$ cat src/rtl/cond_eval_pkg.sv
package cond_eval_pkg;

    localparam int COND_W = 4;
    localparam int FLAG_W = 5;

    typedef struct packed {
        logic sat;
        logic sgn;
        logic zer;
        logic cry;
        logic ovf;
    } psw_flags_t;

    typedef enum logic [COND_W-2:0] {
        BASE_OVF     = 3'd0,
        BASE_CRY     = 3'd1,
        BASE_ZER     = 3'd2,
        BASE_CRY_ZER = 3'd3,
        BASE_SGN     = 3'd4,
        BASE_SPECIAL = 3'd5,
        BASE_LESS    = 3'd6,
        BASE_LESS_EQ = 3'd7
    } base_sel_e;

    typedef struct packed {
        logic      negate;
        base_sel_e sel;
    } cond_code_t;

    function automatic logic signed_less(psw_flags_t f);
        return f.sgn ^ f.ovf;
    endfunction

endpackage

$ cat src/rtl/cond_base_sel.sv
module cond_base_sel
    import cond_eval_pkg::*;
(
    input  base_sel_e  sel,
    input  psw_flags_t flags,
    output logic       base
);
    always_comb begin
        unique case (sel)
            BASE_OVF:     base = flags.ovf;
            BASE_CRY:     base = flags.cry;
            BASE_ZER:     base = flags.zer;
            BASE_CRY_ZER: base = flags.cry | flags.zer;
            BASE_SGN:     base = flags.sgn;
            BASE_SPECIAL: base = flags.sat;
            BASE_LESS:    base = signed_less(flags);
            BASE_LESS_EQ: base = signed_less(flags) | flags.zer;
            default:      base = 1'b0;
        endcase
    end
endmodule

$ cat src/rtl/cond_polarity.sv
module cond_polarity (
    input  logic negate,
    input  logic special,
    input  logic base,
    output logic met
);
    always_comb begin
        if (special)
            met = negate ? base : 1'b1;
        else
            met = base ^ negate;
    end
endmodule

$ cat src/rtl/cond_out_stage.sv
module cond_out_stage #(
    parameter bit REGISTERED = 1'b1
) (
    input  logic clk,
    input  logic rst,
    input  logic valid,
    input  logic d,
    output logic q
);
    generate
        if (REGISTERED) begin : g_reg
            logic q_r;
            always_ff @(posedge clk) begin
                if (rst)
                    q_r <= 1'b0;
                else if (valid)
                    q_r <= d;
            end
            assign q = q_r;
        end else begin : g_comb
            assign q = d;
        end
    endgenerate
endmodule

$ cat src/rtl/cond_eval.sv
module cond_eval
    import cond_eval_pkg::*;
#(
    parameter int CODE_W     = 6,
    parameter bit REGISTERED = 1'b1
) (
    input  logic              clk,
    input  logic              rst,
    input  logic              valid_in,
    input  logic [CODE_W-1:0] code_in,
    input  logic [FLAG_W-1:0] flags_in,
    output logic              met_out
);
    cond_code_t code;
    psw_flags_t flags;
    logic       base_term;
    logic       met_comb;

    assign code  = cond_code_t'(code_in[COND_W-1:0]);
    assign flags = psw_flags_t'(flags_in);

    cond_base_sel u_base (
        .sel   (code.sel),
        .flags (flags),
        .base  (base_term)
    );

    cond_polarity u_pol (
        .negate  (code.negate),
        .special (code.sel == BASE_SPECIAL),
        .base    (base_term),
        .met     (met_comb)
    );

    cond_out_stage #(.REGISTERED(REGISTERED)) u_out (
        .clk   (clk),
        .rst   (rst),
        .valid (valid_in),
        .d     (met_comb),
        .q     (met_out)
    );


    ovf_code_chk: assert property (@(posedge clk) disable iff (rst)
        (code_in[COND_W-1:0] == 4'h0) |-> (met_comb == flags_in[0]));


    always_true_chk: assert property (@(posedge clk) disable iff (rst)
        (code_in[COND_W-1:0] == 4'h5) |-> met_comb);


    sat_code_chk: assert property (@(posedge clk) disable iff (rst)
        (code_in[COND_W-1:0] == 4'hD) |-> (met_comb == flags_in[4]));


    upper_ignored_chk: assert property (@(posedge clk) disable iff (rst)
        ($stable(code_in[COND_W-1:0]) && $stable(flags_in) && !$stable(code_in))
        |-> $stable(met_comb));

    generate
        if (REGISTERED) begin : g_reg_chk

            load_on_valid_chk: assert property (@(posedge clk) disable iff (rst)
                valid_in |=> (met_out == $past(met_comb)));

            hold_when_idle_chk: assert property (@(posedge clk) disable iff (rst)
                !valid_in |=> $stable(met_out));
        end else begin : g_comb_chk

            comb_follow_chk: assert property (@(posedge clk) disable iff (rst)
                met_out == met_comb);
        end
    endgenerate
endmodule

$ cat config.mk
export PLATFORM = sky130hd
export DESIGN_NAME = cond_eval
export DESIGN_NICKNAME = d
export VERILOG_FILES = /design/src/rtl/cond_eval_pkg.sv /design/src/rtl/cond_base_sel.sv /design/src/rtl/cond_polarity.sv /design/src/rtl/cond_out_stage.sv /design/src/rtl/cond_eval.sv
export SDC_FILE = /design/constraint.sdc
export NUM_CORES = 1
export LEC_CHECK = 0
export BUFFER_PORTS_ARGS = -buffer_cell sky130_fd_sc_hd__buf_2
export CAP_MARGIN = 5
export CORE_AREA = 8 8 45 47
export CTS_CLUSTER_SIZE = 8
export DETAILED_ROUTE_END_ITERATION = 10
export DIE_AREA = 0 0 53 55
export PLACE_DENSITY_LB_ADDON = 0.05
export SLEW_MARGIN = 20
export SYNTH_ARGS = -nofsm -noshare
export SYNTH_HDL_FRONTEND = slang
export SYNTH_SLANG_ARGS = --single-unit
export TNS_END_PERCENT = 20
$ cat constraint.sdc
create_clock -name clk -period 2.6 [get_ports clk]
set_input_delay 0.26 -clock clk [delete_from_list [all_inputs] [get_ports clk]]
set_output_delay 0.26 -clock clk [all_outputs]
set_load 0.1 [all_outputs]
==> impl_metrics.csv <==
group,metric,value,unit
run_status,status,"completed",
drt,drtAntennaViolNets,0,
timing,slew_violations,0,
finish,nFillCells,159,
grt,grtUsageTotal,0.0251,
drt,dr.pass1.iters,3,
drt,viasPerCell,3.69,
synthesis,synthDistinctLibCells,16,
timing,post-route-min-period,1530,ps
synthesis,synth_seq_cells,1,
drt,wl,413,um
grt,grtUsageMet1,0.0256,
place,place_inst,45,
grt,grt_pass1_vias,187,
pwr,vdd.ir_drop.worst,0.000117,V
drt,vias,166,
floorplan,fp.coreArea,1380,um2
timing,max_slew.worst_pin.slew,488,ps
pwr,p_total,0.0572,mW
finish,layout_commonest_cell,"buf_2",
worst_hold_path,hp-start,"valid_in",
floorplan,start_util,0.101,
finish,drive_gt1_frac,0.483,
setup_path,worst_setup_path_end_kind,"flop",
drt,drtIter0Drc,2,
grt,busiest_layer,"met2",
timing,setup_viol,0,
timing,fin_skew,0,ps
setup_path,worstReg2RegStart,"u_out.q",
setup_path,cp.arrival,1410,ps
place,portBuffers,12,
worst_hold_path,hold_path.class,"input pin to flop",
setup_path,crit_type,"input pin to flop",
drt,drc,0,
floorplan,dieWidth,53,um
timing,setup_tns,0,ps
synthesis,ys_seq_area_frac,0.143,
timing,finalCritPeriodShare,0.588,
clock_network,ctsResizeCount,0,
setup_path,critPathLaunchType,"input pin",
clock_network,clk_latency,0,ps
finish,nets,46,
floorplan,die_area,2920,um2
setup_path,cp_max_fo,6,
floorplan,dieHeight,55,um
place,place.gp.congestion,0.693,
grt,globalRouteMet3Util,0.00267,
timing,maxSlewHeadroom,0.677,
clock_network,hold_buffers,0,
grt,antenna_found_initial,0,
floorplan,io_pins,15,
timing,rsz0062_at_grt,"false",
synthesis,syn-cell-area,140,um2
pwr,p_leak,0.117,nW
pwr,power_per_cell_area,260,nW/um2
finish,largest_reg_flops,1,
timing,fmax,655,MHz
grt,grt_pass1_wl,614,um
clock_network,clk_pin_slew,0,ps
grt,grt_max_degree,7,
synthesis,avgSynthCellArea,8.24,um2
floorplan,row_count,14,
setup_path,startpoint,"code_in[1]",
drt,wire_per_inst,9.18,um
finish,instances_no_fill,45,
timing,whs,500,ps
synthesis,yosysWarnings,0,
timing,finalHoldViolations,0,
job,maxCapViolations,0,
finish,area_growth_syn_to_layout,57.1,%
finish,antenna_cells,0,
synthesis,syn_inst,17,
setup_path,worstPathRequired,2480,ps
grt,grt_use_met2,0.0547,
synthesis,syn_nets,32,
clock_network,postCtsSetupBuffers,0,
grt,gr-total-overflow,0,
finish,mostFrequentLayoutCells,"12 x buf_2, 2 x nand2_1",
worst max-delay path: stages:
cell and delay (ps):
buf_2 130, and3b_1 210, o21ai_1 60, a41o_1 220, ha_1 270, mux2i_1 70
a31o_1 210
where the power goes:
part / leakage, nW / switching [mW] / internal [mW]
Clock: 0 / 0 / 0
Combinational: 0.109 / 0.0233 / 0.0162
Sequential: 0.00826 / 0.000479 / 0.0172
Total: 0.117 / 0.0238 / 0.0334
Yosys cell counts (all sizes together):
library cell,number,area share
inv,1,0.027
and3b,1,0.063
nor3b,1,0.054
nand2,2,0.054
xor2,1,0.063
a41o,1,0.071
nor2,1,0.027
mux2i,1,0.071
and2,1,0.054
a21oi,1,0.063
a221o,1,0.071
o21ai,1,0.036
a31o,1,0.063
dfxtp,1,0.14
nand3b,1,0.054
ha,1,0.089
area by class of cell:
cell class / count / area [um2] / area share
tap: 16 / 20.0 / 0.0909
sequential: 1 / 20.0 / 0.0909
inverter: 1 / 3.75 / 0.0170
multi-input combinational: 15 / 116 / 0.528
timing repair buffer: 12 / 60.1 / 0.273
routing by layer:
metal | vias up | share of wire
met1 | 73 | 0.40
met3 | 0 | 0.056
met2 | 4 | 0.54
met4 | 0 | 0
met5 | - | 0
li1 | 89 | -
cells by family (layout without fill, tap and decap cells):
kind of cell,Yosys count,after routing,synth area share
simple gates,7,7,0.304
compound gates,5,5,0.304
fa+ha+maj,1,1,0.0893
xor+xnor,1,1,0.0625
mux,1,1,0.0714
flops,1,1,0.143
buf+inv,1,13,0.0268
through the flow:
stage                util  instance area [um2]  worst slack [ps]
detailed placement  0.159                  220              1060
floorplan               -                  140              1260
global placement    0.159                  220              1060
global route        0.159                  220               969
finish              0.159                  220              1070
CTS                 0.159                  220              1060
worst paths after layout:
kind / end / depth (start not counted) / slack [ps]
worst min register to register: u_out.q / 2 / 610
worst max-delay path: u_out.q / 7 / 1070
worst min-delay path: u_out.q / 2 / 500
worst max register to register: u_out.q / 2 / 1910
No activity file was read; power rests on OpenSTA's default activity.
